==> src/rtl/irq_regblk_pkg.sv <==
package irq_regblk_pkg;
  localparam logic [31:0] ADDR_KEEP = 32'h1FFF_FFFF;
  localparam logic [31:0] OFS_MODE  = 32'h0;
  localparam logic [31:0] OFS_VER   = 32'h4;
  localparam logic [31:0] OFS_PEND  = 32'h8;
  localparam logic [31:0] OFS_MASK  = 32'hC;

  localparam int unsigned MODE_DATA_W = 7;
  localparam int unsigned MODE_FLAG_N = 3;

  // mode command bit positions
  localparam int unsigned MC_CLR_INIT = 7;
  localparam int unsigned MC_SET_INIT = 8;
  localparam int unsigned MC_CLR_XBUS = 9;
  localparam int unsigned MC_SET_XBUS = 10;
  localparam int unsigned MC_CLR_DISP = 11;
  localparam int unsigned MC_CLR_MREG = 12;
  localparam int unsigned MC_SET_MREG = 13;
  localparam int unsigned MODE_CMD_W  = 14;

  typedef enum logic [2:0] {
    SEL_NONE,
    SEL_MODE,
    SEL_VER,
    SEL_PEND,
    SEL_MASK
  } reg_sel_e;
endpackage

==> src/rtl/irq_rst_sync.sv <==
module irq_rst_sync (
  input  logic clk,
  input  logic rst_n,
  output logic rst_sync_n
);
  logic [1:0] stage_q;

  always_ff @(posedge clk or negedge rst_n) begin
    if (!rst_n) stage_q <= 2'b00;
    else        stage_q <= {stage_q[0], 1'b1};
  end

  assign rst_sync_n = stage_q[1];
endmodule

==> src/rtl/irq_addr_dec.sv <==
module irq_addr_dec
  import irq_regblk_pkg::*;
#(
  parameter logic [31:0] BASE_ADDR = 32'h0430_0000
) (
  input  logic [31:0] addr,
  output reg_sel_e    sel
);
  logic [31:0] addr_eff;

  assign addr_eff = addr & ADDR_KEEP;

  always_comb begin
    if      (addr_eff == BASE_ADDR + OFS_MODE) sel = SEL_MODE;
    else if (addr_eff == BASE_ADDR + OFS_VER)  sel = SEL_VER;
    else if (addr_eff == BASE_ADDR + OFS_PEND) sel = SEL_PEND;
    else if (addr_eff == BASE_ADDR + OFS_MASK) sel = SEL_MASK;
    else                                       sel = SEL_NONE;
  end
endmodule

==> src/rtl/irq_cmd_flags.sv <==
module irq_cmd_flags #(
  parameter int unsigned N = 6
) (
  input  logic         clk,
  input  logic         rst_n,
  input  logic         en,
  input  logic [N-1:0] clr,
  input  logic [N-1:0] set,
  output logic [N-1:0] q
);
  logic [N-1:0] q_q, q_d;

  always_comb begin
    q_d = q_q;
    if (en) q_d = (q_q & ~clr) | set;
  end

  always_ff @(posedge clk or negedge rst_n) begin
    if (!rst_n) q_q <= '0;
    else        q_q <= q_d;
  end

  assign q = q_q;
endmodule

==> src/rtl/irq_pending.sv <==
module irq_pending #(
  parameter int unsigned N = 6
) (
  input  logic         clk,
  input  logic         rst_n,
  input  logic [N-1:0] req,
  input  logic [N-1:0] clr,
  output logic [N-1:0] pend
);
  logic [N-1:0] req_q;
  logic [N-1:0] pend_q, pend_d;
  logic [N-1:0] edge_s;

  for (genvar i = 0; i < N; i++) begin : g_src
    assign edge_s[i] = req[i] & ~req_q[i];
    always_comb begin
      pend_d[i] = pend_q[i];
      if (clr[i])    pend_d[i] = 1'b0;
      if (edge_s[i]) pend_d[i] = 1'b1;
    end
  end

  always_ff @(posedge clk or negedge rst_n) begin
    if (!rst_n) begin
      req_q  <= '0;
      pend_q <= '0;
    end else begin
      req_q  <= req;
      pend_q <= pend_d;
    end
  end

  assign pend = pend_q;
endmodule

==> src/rtl/irq_regblk.sv <==
module irq_regblk
  import irq_regblk_pkg::*;
#(
  parameter int unsigned NUM_SRC   = 6,
  parameter logic [31:0] BASE_ADDR = 32'h0430_0000,
  parameter logic [31:0] VERSION   = 32'h0001_0000
) (
  input  logic               clk,
  input  logic               rst_n,
  input  logic [31:0]        bus_addr,
  input  logic               bus_wr,
  input  logic [31:0]        bus_wdata,
  input  logic [31:0]        bus_wmask,
  output logic [31:0]        bus_rdata,
  input  logic [NUM_SRC-1:0] irq_req,
  input  logic [NUM_SRC-2:0] irq_ack,
  output logic               irq_out
);
  localparam int unsigned DISP  = NUM_SRC - 1;
  localparam int unsigned CMD_W = (2 * NUM_SRC > MODE_CMD_W) ? 2 * NUM_SRC : MODE_CMD_W;
  localparam int unsigned MODE_W = MODE_DATA_W + MODE_FLAG_N;

  logic                   rst_sync_n;
  reg_sel_e               dec_sel;
  logic [CMD_W-1:0]       wd;
  logic                   wr_mode, wr_mask;
  logic [MODE_DATA_W-1:0] mode_data_q, mode_data_d;
  logic [MODE_FLAG_N-1:0] mode_flags_q;
  logic [MODE_FLAG_N-1:0] mf_clr, mf_set;
  logic [NUM_SRC-1:0]     mask_q, mk_clr, mk_set;
  logic [NUM_SRC-1:0]     pend_q, pend_clr;
  logic                   irq_q, irq_d;

  irq_rst_sync u_rst_sync (
    .clk        (clk),
    .rst_n      (rst_n),
    .rst_sync_n (rst_sync_n)
  );

  irq_addr_dec #(.BASE_ADDR(BASE_ADDR)) u_dec (
    .addr (bus_addr),
    .sel  (dec_sel)
  );

  // command bits only ever come from data gated by the write mask
  assign wd      = CMD_W'(bus_wdata & bus_wmask);
  assign wr_mode = bus_wr && (dec_sel == SEL_MODE);
  assign wr_mask = bus_wr && (dec_sel == SEL_MASK);

  // mode data field
  always_comb begin
    mode_data_d = mode_data_q;
    if (wr_mode) mode_data_d = wd[MODE_DATA_W-1:0];
  end

  always_ff @(posedge clk or negedge rst_sync_n) begin
    if (!rst_sync_n) mode_data_q <= '0;
    else             mode_data_q <= mode_data_d;
  end

  // mode flags: [0] init, [1] external bus, [2] memory register
  assign mf_clr = {wd[MC_CLR_MREG], wd[MC_CLR_XBUS], wd[MC_CLR_INIT]};
  assign mf_set = {wd[MC_SET_MREG], wd[MC_SET_XBUS], wd[MC_SET_INIT]};

  irq_cmd_flags #(.N(MODE_FLAG_N)) u_mode_flags (
    .clk   (clk),
    .rst_n (rst_sync_n),
    .en    (wr_mode),
    .clr   (mf_clr),
    .set   (mf_set),
    .q     (mode_flags_q)
  );

  // mask command pairs
  for (genvar i = 0; i < NUM_SRC; i++) begin : g_mask_cmd
    assign mk_clr[i] = wd[2*i];
    assign mk_set[i] = wd[2*i+1];
  end

  irq_cmd_flags #(.N(NUM_SRC)) u_mask (
    .clk   (clk),
    .rst_n (rst_sync_n),
    .en    (wr_mask),
    .clr   (mk_clr),
    .set   (mk_set),
    .q     (mask_q)
  );

  // pending: display source cleared from the mode register, others by ack
  assign pend_clr[DISP]   = wr_mode & wd[MC_CLR_DISP];
  assign pend_clr[DISP-1:0] = irq_ack;

  irq_pending #(.N(NUM_SRC)) u_pend (
    .clk   (clk),
    .rst_n (rst_sync_n),
    .req   (irq_req),
    .clr   (pend_clr),
    .pend  (pend_q)
  );

  // combined interrupt
  assign irq_d = |(pend_q & mask_q);

  always_ff @(posedge clk or negedge rst_sync_n) begin
    if (!rst_sync_n) irq_q <= 1'b0;
    else             irq_q <= irq_d;
  end

  assign irq_out = irq_q;

  // read mux
  always_comb begin
    unique case (dec_sel)
      SEL_MODE: bus_rdata = {{(32-MODE_W){1'b0}}, mode_flags_q, mode_data_q};
      SEL_VER:  bus_rdata = VERSION;
      SEL_PEND: bus_rdata = {{(32-NUM_SRC){1'b0}}, pend_q};
      SEL_MASK: bus_rdata = {{(32-NUM_SRC){1'b0}}, mask_q};
      default:  bus_rdata = '0;
    endcase
  end
endmodule

==> config.mk <==
export PLATFORM = sky130hd
export DESIGN_NAME = irq_regblk
export DESIGN_NICKNAME = d
export VERILOG_FILES = /design/src/rtl/irq_regblk_pkg.sv /design/src/rtl/irq_rst_sync.sv /design/src/rtl/irq_addr_dec.sv /design/src/rtl/irq_cmd_flags.sv /design/src/rtl/irq_pending.sv /design/src/rtl/irq_regblk.sv
export SDC_FILE = /design/constraint.sdc
export NUM_CORES = 1
export LEC_CHECK = 0
export BUFFER_PORTS_ARGS = -buffer_cell sky130_fd_sc_hd__buf_4
export CAP_MARGIN = 20
export CORE_MARGIN = 10
export CORE_UTILIZATION = 42
export DETAILED_ROUTE_END_ITERATION = 10
export PLACE_DENSITY = 0.86
export SYNTH_ARGS = -nofsm -noshare
export SYNTH_HDL_FRONTEND = slang
export SYNTH_SLANG_ARGS = --single-unit
==> constraint.sdc <==
create_clock -name clk -period 2.3 [get_ports clk]
set_input_delay 0.46 -clock clk [delete_from_list [all_inputs] [get_ports clk]]
set_output_delay 0.46 -clock clk [all_outputs]
set_load 0.005 [all_outputs]
Word level (Yosys, flattened, before mapping)
Index checks and enable logic that the tools add are counted.
{"block": "op_classes", "n_reduce_logical": 9, "n_mux": 17, "eq_ne": 8, "bitwise": 21}
{"cell": "29-bit by 27-bit equality test with 1-bit output, second input constant", "n": 4}
{"cell": "17-bit one-hot mux with 4 select lines", "n": 1}
{"cell": "14-bit AND", "n": 1}
{"cell": "6-bit AND", "n": 2}
{"cell": "1-bit 2-to-1 mux", "n": 12}
{"cell": "3-bit 2-to-1 mux", "n": 4}
{"cell": "2-bit nonzero test", "n": 6}
{"cell": "1-bit AND", "n": 7}
{"cell": "3-bit by 2-bit equality test with 1-bit output, second input constant", "n": 2}
{"cell": "1-bit NOT", "n": 6}
{"cell": "6-bit NOT", "n": 1}
{"cell": "6-bit bitwise OR", "n": 1}
{"cell": "6-bit OR reduction", "n": 1}
{"cell": "3-bit AND", "n": 1}
{"cell": "3-bit by 1-bit equality test with 1-bit output, second input constant", "n": 1}
{"cell": "3-bit equality test, second input constant", "n": 1}
{"cell": "3-bit NOT", "n": 1}
{"cell": "3-bit bitwise OR", "n": 1}
{"cell": "1-bit logical AND", "n": 2}
{"block": "word_totals", "out_inout_bits": 33, "input_bits": 110, "regBits": 31}

Depth between registers and ports, before layout
{"block": "depth", "ltp_word": 10, "mapped_depth": 5, "ltp_nobuf": 4}

Cells and area by module
From an unflattened synthesis, not the netlist that was laid out.
{"block": "unflattened", "cells_unflattened": 156, "hier_area_um2": 1739.2}
{"mod": "irq_regblk", "cells_per_inst": 81, "area_each_um2": 802.0, "n_inst": 1}
{"mod": "irq_pending", "cells_per_inst": 30, "area_each_um2": 420.4, "n_inst": 1}
{"mod": "irq_cmd_flags (u_mask)", "cells_per_inst": 19, "area_each_um2": 239.0, "n_inst": 1}
{"mod": "irq_cmd_flags (u_mode_flags)", "cells_per_inst": 9, "area_each_um2": 112.6, "n_inst": 1}
{"mod": "irq_addr_dec", "cells_per_inst": 14, "area_each_um2": 111.4, "n_inst": 1}
{"mod": "irq_rst_sync", "cells_per_inst": 3, "area_each_um2": 53.8, "n_inst": 1}

Worst setup path before layout
Ideal clock, no wire load.
{"block": "synth_path", "kind": "input to output", "from": "in bus_addr[7]", "to": "out bus_rdata[16]", "path_slack_ps": 341, "arrival_ps": 1499, "path_buffers": 1, "path_stages": 5, "path_cell_list": "nor4_1 > nand4_1 > or2_1 > buf_2 > nor3b_1"}
{"block": "synth_between", "elab_chain_len": 7}
{"element": "from (decl)", "line": "irq_regblk.sv:10", "source": "input logic [31:0] bus_addr,"}
{"element": "29-bit by 27-bit equality test with 1-bit output", "line": "irq_addr_dec.sv:17", "source": "else if (addr_eff == BASE_ADDR + OFS_MASK) sel = SEL_MASK;"}
{"element": "3-bit 2-to-1 mux", "line": "irq_addr_dec.sv:17"}
{"element": "3-bit 2-to-1 mux", "line": "irq_addr_dec.sv:16", "source": "else if (addr_eff == BASE_ADDR + OFS_PEND) sel = SEL_PEND;"}
{"element": "3-bit 2-to-1 mux", "line": "irq_addr_dec.sv:15", "source": "else if (addr_eff == BASE_ADDR + OFS_VER) sel = SEL_VER;"}
{"element": "3-bit 2-to-1 mux *", "line": "irq_addr_dec.sv:14", "source": "if (addr_eff == BASE_ADDR + OFS_MODE) sel = SEL_MODE;"}
{"element": "3-bit equality test, or another cell as far along", "line": "irq_regblk.sv:113", "source": "unique case (dec_sel)"}
{"element": "17-bit one-hot mux with 4 select lines *", "line": "irq_regblk.sv:113"}
{"element": "to (decl)", "line": "irq_regblk.sv:14", "source": "output logic [31:0] bus_rdata,"}
Every way passes the cells marked *; elsewhere a longest branch is shown, timed or not.

Worst setup path in the final report
Same ends and word-level chain as after synthesis.

==> results.yml <==
place:
  post_dp_cell_area_um2: 2330
  port_buffers: 82
  dp_hpwl_mm: 4.22
  gp_congestion: 0.834
  placed_cells: 315
detailed_routing:
  drt-initial-drc-count: 157
  dr_total_vias: 1613
  wire_per_inst_um: 15.3
  drc: 0
  wirelength_mm: 4.95
  dr.pass1.iters: 5
  drt-vias-per-instance: 4.98
  final_antenna_net_count: 0
synthesis:
  synth_xor_area_share_pct: 0
  synth-compound-area-share_pct: 14.0
  synth_warnings: 0
  ys_types: 34
  yosys_register_bits: 31
  yosys.area_share.simple_pct: 22.1
  synth-adder-area-share_pct: 0
  synthesis.area_um2: 1720
  syn_avg_cell_area_um2: 9.36
  synth_top_family_by_area: "simple AND/OR/NAND/NOR gates"
  postSynthCellCount: 184
  ys_seq_area_share_pct: 45.1
  synthMuxAreaShare_pct: 4.07
timing:
  setup_violations: 0
  period_needed_ps: 2210
  slew_violations: 0
  setup-tns-final_ps: 0
  max_freq_mhz: 453
  finalHoldViolCount: 0
  skew_ps: 5.26
  rsz0062_at_grt: "no"
  finalCritPeriodShare_pct: 96.0
worst_setup_path:
  crit_path_end_kind: "output pin"
  startpoint_type: "primary input"
  worstPathArrival_ps: 1750
  cp.required_ps: 1840
  cp_max_fo: 8
  worstSetupPathType: "primary input to output pin"
floorplan:
  io_pins: 143
  die_y_um: 84.0
  core_um2: 3970
  die_x_um: 84.0
  initial_core_util_pct: 43.4
  fp-row-count: 23
  die-area_um2: 7060
power_and_ir_drop:
  powerDensity_nw_per_um2: 469
  peakVddDrop_mv: 0.309
  leakagePower_nw: 1.20
finish:
  ff_latch_area_um2: 776
  areaGrowthSynthToFinish_pct: 40.7
  fill_cells: 362
  multiInputGateArea_um2: 776
  diodes: 0
  final_cells: 324
  drive_gt1_share_pct: 35.8
  fin_area_um2: 2420
  layout.nets: 383
grt:
  grt_pass1_vias: 1722
  grt_usage_pct: 13.2
  overflow: 0
  grt_max_degree: 30
  grt_pass1_wl_mm: 7.83
  antenna_found_initial: 0
clock_tree:
  clkLatencyLatePin_ps: 270
  htreeDepth: 2
  cts_buffers: 5
  cts.clk_slew.worst_paths_ps: 60
  cts_setup_buffers: 0
  cts_tree: "yes"
  root_buffer: "clkbuf_8"
  clk_path_buf_depth: 2
  cts.sinks: 31
hold_path:
  min_path_type: "flop to async pin"
job:
  max_cap_viol_count: 0
status:
  outcome: "finished clean"
cells in the mapped netlist, drive strengths merged:
library cell / count / share of area [%]
o31ai: 7 / 3.1
inv: 19 / 4.1
o31a: 1 / 0.51
nor2: 9 / 2.4
a22oi: 9 / 3.9
or3: 2 / 0.73
or2: 2 / 0.73
nand2: 18 / 3.9
nor4: 8 / 3.8
o21ai: 10 / 2.9
a31o: 1 / 0.51
nand3: 6 / 2.0
clkbuf: 1 / 0.22
and4bb: 1 / 0.73
nor4b: 2 / 1.4
conb: 2 / 0.44
o22ai: 6 / 2.2
buf: 24 / 10
nor3b: 2 / 0.87
and2: 3 / 1.1
dfrtp: 31 / 45
a21o: 2 / 0.87
nor3: 4 / 1.8
mux2i: 7 / 4.1
nand4: 5 / 1.8
and3: 1 / 0.36
or4: 1 / 0.44
final cells by class:
type                            instances  area share, %
Sequential cell                        31           32.0
Multi-Input combinational cell        129           32.0
Timing Repair Buffer                   87           27.1
Clock buffer                            7           3.15
Inverter                               19           2.94
Tap cell                               50           2.58
Clock inverter                          1          0.207
final timing paths:
kind,startpoint,endpoint,slack [ps],cells after the start
max,bus_addr[7],bus_rdata[16],90,6
min,u_rst_sync.stage_q[1],mode_data_q[4],240,1
max reg2reg,u_mask.q[0],irq_out,1470,2
min reg2reg,u_rst_sync.stage_q[1],mode_data_q[4],240,1
max in group asynchronous,rst_n,u_rst_sync.stage_q[0],1710,2
min in group clk,irq_req[3],u_pend.req_q[3],300,1
cell families after synthesis:
logic type	count (synthesis)
simple gates	64
other cells	2
flops	31
compound gates	36
buf+inv	44
mux	7
power breakdown:
| group | internal, W | switching [W] |
|---|---|---|
| clock network | 0.000212 | 0.000183 |
| logic | 0.0000985 | 0.0000754 |
| registers | 0.000561 | 0.00000633 |
| total | 0.000871 | 0.000265 |
critical path: stages:
cell and delay, ps:
buf_4 110, nor4_1 300, nand4_1 200, or2_4 330, nor3b_1 200, buf_4 140
metal layers:
| layer | global-route usage, % | share of wire (%) | vias up |
|---|---|---|---|
| met3 | 4.98 | 7.8 | 11 |
| li1 | - | - | 785 |
| met2 | 22.7 | 51 | 75 |
| met5 | 0 | 0 | - |
| met4 | 4.72 | 2.1 | 0 |
| met1 | 14.5 | 39 | 742 |
per-stage QoR:
step	hold slack [ps]	power (W)	worst slack [ps]	utilization, %
4_1_cts	257	0.00115	40.2	60.9
3_3_place_gp	243	0.000744	61.3	58.6
5_1_grt	283	0.00119	12.8	61.0
2_1_floorplan	164	0.000657	341	-
3_5_place_dp	244	0.000748	45.2	58.6
6_report	242	0.00114	92.7	61.0
flip-flops by register name, summed over array words and instances, names as in the netlist:
register	count
u_pend.req_q	6
mode_data_q	7
u_mask.q	6
u_mode_flags.q	3
u_pend.pend	6
u_rst_sync.stage_q	2
irq_out	1
placed cells by master (no fill, tap or decap), types with 7 or more instances in the layout:
master | synthesis | final
nand2_1 | 18 | 18
mux2i_1 | 7 | 7
buf_4 | 21 | 86
dfrtp_1 | 31 | 31
nor2_1 | 8 | 8
o31ai_1 | 7 | 7
nor4_1 | 7 | 7
conb_1 | 2 | 22
inv_1 | 19 | 19
a22oi_1 | 9 | 9
repair_timing:
action                     CTS  global route
hold buffers                 1             0
resized for setup            0             1
hold endpoints to repair     2             0
setup endpoints to repair    0             2
(Power assumes the default switching activity.)
